[src/rtl/agree_filter_pkg.sv]
package agree_filter_pkg;

    typedef enum logic {
        RATIO_FAST = 1'b0,
        RATIO_SLOW = 1'b1
    } ratio_sel_e;

    typedef struct packed {
        logic newer;
        logic older;
    } sample_pair_t;

    function automatic int unsigned ratio_last(input ratio_sel_e sel,
                                               input int unsigned lo,
                                               input int unsigned hi);
        return (sel == RATIO_SLOW) ? hi - 1 : lo - 1;
    endfunction

endpackage

[src/rtl/agree_filter_sync.sv]
module agree_filter_sync #(
    parameter int WIDTH = 8
) (
    input  logic             clk,
    input  logic             rst,
    input  logic [WIDTH-1:0] d_i,
    output logic [WIDTH-1:0] q_o
);
    logic [WIDTH-1:0] meta_q;

    always_ff @(posedge clk) begin
        if (rst) begin
            meta_q <= '0;
            q_o    <= '0;
        end else begin
            meta_q <= d_i;
            q_o    <= meta_q;
        end
    end
endmodule

[src/rtl/agree_filter_prescale.sv]
module agree_filter_prescale
    import agree_filter_pkg::*;
#(
    parameter int DIV_LO = 8,
    parameter int DIV_HI = 64
) (
    input  logic clk,
    input  logic rst,
    input  logic osc_tick,
    input  logic div_sel,
    output logic tick_o
);
    localparam int CW = $clog2(DIV_HI);

    ratio_sel_e    sel_now;
    ratio_sel_e    sel_q;
    logic [CW-1:0] cnt_q;
    logic [CW-1:0] cnt_last;

    assign sel_now  = ratio_sel_e'(div_sel);
    assign cnt_last = CW'(ratio_last(sel_now, DIV_LO, DIV_HI));

    always_ff @(posedge clk) begin
        if (rst) begin
            cnt_q  <= '0;
            sel_q  <= sel_now;
            tick_o <= 1'b0;
        end else if (sel_now != sel_q) begin
            sel_q  <= sel_now;
            cnt_q  <= '0;
            tick_o <= 1'b0;
        end else if (osc_tick) begin
            if (cnt_q == cnt_last) begin
                cnt_q  <= '0;
                tick_o <= 1'b1;
            end else begin
                cnt_q  <= cnt_q + 1'b1;
                tick_o <= 1'b0;
            end
        end else begin
            tick_o <= 1'b0;
        end
    end
endmodule

[src/rtl/agree_filter_chan.sv]
module agree_filter_chan
    import agree_filter_pkg::*;
(
    input  logic clk,
    input  logic rst,
    input  logic tick_i,
    input  logic d_i,
    output logic q_o
);
    sample_pair_t smp_q;
    logic         set_w;
    logic         clr_w;

    assign set_w = smp_q.newer & smp_q.older;
    assign clr_w = ~(smp_q.newer | smp_q.older);

    always_ff @(posedge clk) begin
        if (rst) begin
            smp_q <= '0;
            q_o   <= 1'b0;
        end else if (tick_i) begin
            smp_q.newer <= d_i;
            smp_q.older <= smp_q.newer;
            if (set_w) begin
                q_o <= 1'b1;
            end else if (clr_w) begin
                q_o <= 1'b0;
            end
        end
    end
endmodule

[src/rtl/agree_filter.sv]
module agree_filter #(
    parameter int N_CH   = 8,
    parameter int DIV_LO = 8,
    parameter int DIV_HI = 64
) (
    input  logic            clk,
    input  logic            rst,
    input  logic            osc_tick,
    input  logic            div_sel,
    input  logic [N_CH-1:0] raw_in,
    output logic [N_CH-1:0] filt_out
);
    logic [N_CH-1:0] sync_w;
    logic            tick_w;

    agree_filter_sync #(.WIDTH(N_CH)) u_sync (
        .clk (clk),
        .rst (rst),
        .d_i (raw_in),
        .q_o (sync_w)
    );

    agree_filter_prescale #(.DIV_LO(DIV_LO), .DIV_HI(DIV_HI)) u_pre (
        .clk      (clk),
        .rst      (rst),
        .osc_tick (osc_tick),
        .div_sel  (div_sel),
        .tick_o   (tick_w)
    );

    for (genvar ch = 0; ch < N_CH; ch++) begin : g_chan
        agree_filter_chan u_chan (
            .clk    (clk),
            .rst    (rst),
            .tick_i (tick_w),
            .d_i    (sync_w[ch]),
            .q_o    (filt_out[ch])
        );
    end
endmodule

[config.mk]
export PLATFORM = sky130hd
export DESIGN_NAME = agree_filter
export DESIGN_NICKNAME = d
export VERILOG_FILES = /design/src/rtl/agree_filter_pkg.sv /design/src/rtl/agree_filter_sync.sv /design/src/rtl/agree_filter_prescale.sv /design/src/rtl/agree_filter_chan.sv /design/src/rtl/agree_filter.sv
export SDC_FILE = /design/constraint.sdc
export NUM_CORES = 1
export LEC_CHECK = 0
export BUFFER_PORTS_ARGS = -buffer_cell sky130_fd_sc_hd__buf_2
export CELL_PAD_IN_SITES_DETAIL_PLACEMENT = 2
export CELL_PAD_IN_SITES_GLOBAL_PLACEMENT = 2
export CORE_ASPECT_RATIO = 1.25
export CORE_UTILIZATION = 37
export CTS_CLUSTER_SIZE = 8
export DETAILED_ROUTE_END_ITERATION = 8
export HOLD_SLACK_MARGIN = 0.1
export PLACE_DENSITY = 0.85
export SYNTH_ARGS = -nofsm -noshare
export SYNTH_HDL_FRONTEND = slang
export SYNTH_SLANG_ARGS = --single-unit
[constraint.sdc]
create_clock -name clk -period 1.3 [get_ports clk]
set_input_delay 0 -clock clk [delete_from_list [all_inputs] [get_ports clk]]
set_output_delay 0 -clock clk [all_outputs]
set_load 0.02 [all_outputs]
# Word-level counts from Yosys, hierarchy flattened
# Cells that the tools add are included.
# Widths: inputs -> output; s select.
# classes
addsub	1
n_reduce_logical	11
n_div	0
n_mul	0
bitwise	17
mux	21
shift	0
magnitude_cmp	0
n_eq_ne	10
# ops
operator	n
$mux 1	19
$ne 2x1->1 const B	8
$reduce_and 2->1	8
$mux 6	2
$and 1x1->1	8
$or 1x1->1	8
$add 6x1->6 const B	1
$eq 6x6->1	1
$reduce_or 3->1	1
$reduce_bool 2->1	1
$reduce_or 2->1	1
$ne 1x1->1	1
$not 1->1	1
# word_totals
output_inout_bits	8
ramBits	0
n_memories	0
in_bits	12
rom_bits	0
ff_bits	48
latch_bits	0

# Depth between registers and ports, before layout
# logic_depth
word_depth	3
depth_mapped	4

# Hierarchy
# A second synthesis with hierarchy kept.
# hier_totals
hier_cells	164
hier_area_um2	1870.5
# modules_own_cells
module	area_per_inst_um2	cells_each	instances	seq_area_each_um2
agree_filter_chan	128.9	12	8	60.1
agree_filter_sync	464.2	33	1	320.3
agree_filter_prescale	375.4	35	1	170.2

# Least setup slack after synthesis
# OpenSTA, ideal clock, no wires.
# synth_path
path_type	reg-to-reg
from	reg u_pre.cnt_q[0]
to	reg u_pre.tick_o
setup_slack_ps	107
required_time_ps	1234
setup_ps	66
t_arrival_ps	1127
path_stages_with_launch	5
cell_sequence	dfxtp_1 ha_1 nand3_1 nor3_1 nor2b_1
# synth_via
elab_chain_len	2
# synth_lines
item	line_no	rtl
start, declared	agree_filter_prescale.sv:17	logic [CW-1:0] cnt_q;
start signal, assigned	agree_filter_prescale.sv:37	cnt_q <= cnt_q + 1'b1;
$eq 6x6->1	agree_filter_prescale.sv:33	if (cnt_q == cnt_last) begin
$mux 1	agree_filter_prescale.sv:33	
end signal, assigned	agree_filter_prescale.sv:31	tick_o <= 1'b0;
end signal, assigned	agree_filter_prescale.sv:35	tick_o <= 1'b1;
end signal, assigned	agree_filter_prescale.sv:38	tick_o <= 1'b0;
end, declared	agree_filter_prescale.sv:11	output logic tick_o
# Every way passes these cells.
# A chain may end at the register's enable or synchronous reset.

# Worst setup path after layout
# layout_path
from	in rst
to	reg u_sync.meta_q[3]
# layout_rtl
item	line_no	rtl
start, declared	agree_filter.sv:7	input logic rst,
end signal, assigned	agree_filter_sync.sv:16	meta_q <= d_i;
end, declared	agree_filter_sync.sv:9	logic [WIDTH-1:0] meta_q;
# No word-level cell between the ends.

==> results by group <==
Outcome
  – Status: complete, no violations

Hold path
  – WHS Path Cells: 3
  – Hold Path Class: primary input to flop
  – Hold Crit Endpoint: u_sync.meta_q[5]$_SDFF_PP0_
  – Hold_sp: raw_in[5]

Placement
  – Cell area after placement: 0.001927 mm²
  – Gpl congestion: 0.6359
  – HPWL after DPL: between 2000 and 3000 µm
  – Port bufs: 19

CTS
  – Clock root buffer: clkbuf_8
  – CTS tree: built
  – Clk buf depth: 2
  – Total clock sinks: 48
  – Inserted Clock Buffers: 5
  – Post-CTS Setup Repair Bufs: 0
  – Htree depth: 2
  – Clock transition at path regs: 0.09 ns
  – Clk_lat worst skew: 0.30 ns

Critical path
  – CP required: 1.54 ns
  – Reg-to-reg endpoint: u_pre.tick_o$_SDFF_PP0_
  – FF-to-FF path depth: 4
  – CP Class: primary input to flop
  – Critical Path AT: 1.48 ns
  – Critical path peak fanout: 12
  – CP startpoint kind: primary input
  – Worst R2R Setup Slack: ~0.070 ns
  – CP Capture Type: flop
  – R2R Path Start: u_pre.cnt_q[1]$_SDFFE_PP0P_

Final layout
  – Filler cell count: 492
  – Multi-input logic area: about 780 µm²
  – Most frequent cells in the layout: dfxtp_1 (45), nor2_1 (27), mux2i_1 (25), nor2b_1 (24), buf_2 (18)
  – Share of layout cells above drive strength 1: 0.1897
  – Nets: 215
  – Commonest non-fill, non-tap cell in the layout: dfxtp_1
  – Syn-to-layout area delta: 19.07%
  – Post-layout util: 0.4608
  – Design area: ~0.0022 mm²
  – ANT cells: 0
  – Register area: 973.4 µm²

Floorplan
  – Core Rows: 28
  – Die Area: between 0.005 and 0.006 mm²
  – I/O Pins: 20
  – Core area: about 0.0047 mm²
  – Die Y-Extent: 80.64 µm
  – Die W: 64.91 µm
  – Starting Density: 0.3870

Yosys
  – Top cell type's share of synthesized area: 0.5140
  – Syn nets: 190
  – Synth area leaders: dfxtp_1 (51%), mux2i_1 (14%), nor2b_1 (8.5%)
  – Mean area per synthesized cell: 10.83 µm²
  – Yosys cell types: 20
  – FF+latch count, synth: 48
  – Mapped Area: 0.001831 mm²
  – Area leader, netlist: dfxtp_1
  – Register area share after synthesis: 0.5304
  – Synth warn: 0
  – Cells after Synth: 169

Detailed routing
  – Vias per cell: 4.776
  – Drt drc: 0
  – Drt wl/cell: around 16 µm
  – Vias: 1,218
  – Drt pass-1 iters: 4
  – Antenna-violating nets left: 0
  – Total wire length: between 3000 and 4000 µm
  – Drt first-iter violations: 28

STA
  – Max Clk Rate: about 0.8 GHz
  – Worst-Margin Slew: 0.4016 ns
  – Tcrit/Tclk final: 0.9529
  – Final-report hold violation count: 0
  – Clock Skew: 0.005200 ns
  – Slew margin rel.: 0.7323
  – Crit path time final: 1.239 ns
  – Final setup fails: 0
  – Final Slew Violations: 0

GRT
  – Number of global-route vias before repair: 1,382
  – Initial antenna violation count: 0
  – Total gr overflow: 0
  – First-pass GRT wire length: 6486 µm
  – GR Util All Layers: 0.1730
  – Largest net degree at the start of global routing: 31

Flow run
  – Max-cap violations: 0

Power and ir drop
  – Leakage: 0.0008906 µW
  – PwrDens: 1183 mW/mm²
  – Max VDD drop: around 0.73 mV
## area by class of cell
class | instances | share of cell area
Sequential cell | 48 | 0.4466
Clock buffer | 6 | 0.03789
Timing Repair Buffer | 34 | 0.1171
Clock inverter | 2 | 0.006315
Tap cell | 60 | 0.03444
Multi-Input combinational cell | 105 | 0.3576
## worst max-delay path, stage by stage
cell and delay [ns]:
dlygate4sd3_1 0.54, clkbuf_4 0.21, nor2b_1 0.15, dlygate4sd3_1 0.58
## what timing repair did
action	CTS	global route
pin swaps	1	1
gates resized for setup	2	6
setup endpoints to repair	4	5
hold buffers	13	0
endpoints found under the hold margin	19	0
cloned	0	0
## Yosys cell counts, drive strengths merged
library cell and number:
or3 1, xnor2 2, buf 11, nand2 2, o21ai 1, clkbuf 5
nand2b 1, nand3 1, nor3 3, ha 9, edfxtp 1, xor2 3
nor2b 25, nand4 2, nor2 27, a2bb2oi 2, mux2i 25, a211oi 1
dfxtp 47
## routing by layer
layer  up-vias  GRT usage  part of all wire
li1        594          -                 -
met5         -          0                 0
met4         0    0.09556             0.027
met1       592     0.1485              0.36
met3         8    0.04830             0.024
met2        24     0.3458              0.59
## kinds of logic after synthesis
logic type | synth area share
xor+xnor | 0.02393
flops | 0.5304
mux | 0.1367
simple gates | 0.1729
buf+inv | 0.05537
fa+ha+maj | 0.06152
compound gates | 0.01914
## state kept, by name (all words and copies together), names as in the netlist
| signal | count |
|---|---|
| u_pre.tick_o | 1 |
| u_sync.meta_q | 8 |
| u_pre.sel_q | 1 |
| u_pre.cnt_q | 6 |
| g_chan.u_chan.smp_q | 16 |
| g_chan.u_chan.q_o | 8 |
| u_sync.q_o | 8 |
## through the flow
| stage | setup WS (ns) | cells | hold WS (ns) | TNS, ns | total power, µW |
|---|---|---|---|---|---|
| 2_1_floorplan | 0.1073 | 169 | 0.09887 | 0 | 1602 |
| 3_3_place_gp | 0.05898 | 234 | 0.2128 | 0 | 1626 |
| 3_5_place_dp | -0.1723 | 234 | 0.2279 | -0.5491 | 1636 |
| 4_1_cts | 0.03816 | 255 | 0.4442 | 0 | 2589 |
| 5_1_grt | -0.003216 | 255 | 0.4611 | -0.003216 | 2668 |
| 6_report | 0.06120 | 255 | 0.4418 | 0 | 2578 |
## worst max path at each step
| stage | start | endpoint | slack, ns | depth (start not counted) |
|---|---|---|---|---|
| global placement | u_pre.cnt_q[0]$_SDFFE_PP0P_ | u_pre.tick_o$_SDFF_PP0_ | 0.06 | 4 |
| floorplan | u_pre.cnt_q[0]$_SDFFE_PP0P_ | u_pre.tick_o$_SDFF_PP0_ | 0.11 | 4 |
| CTS | u_pre.cnt_q[2]$_SDFFE_PP0P_ | u_pre.cnt_q[5]$_SDFFE_PP0P_ | 0.04 | 3 |
| detailed placement | u_pre.cnt_q[0]$_SDFFE_PP0P_ | u_pre.tick_o$_SDFF_PP0_ | -0.17 | 4 |
| global route | u_pre.cnt_q[3]$_SDFFE_PP0P_ | u_pre.cnt_q[5]$_SDFFE_PP0P_ | -0.003 | 3 |
| finish | rst | u_sync.meta_q[3]$_SDFF_PP0_ | 0.06 | 4 |
## power breakdown
| group | internal (µW) | switching (µW) |
|---|---|---|
| Clock | 433 | 508 |
| Sequential | 1500 | 12.1 |
| Combinational | 63.4 | 57.9 |
Power figures use the tool's default switching activity.
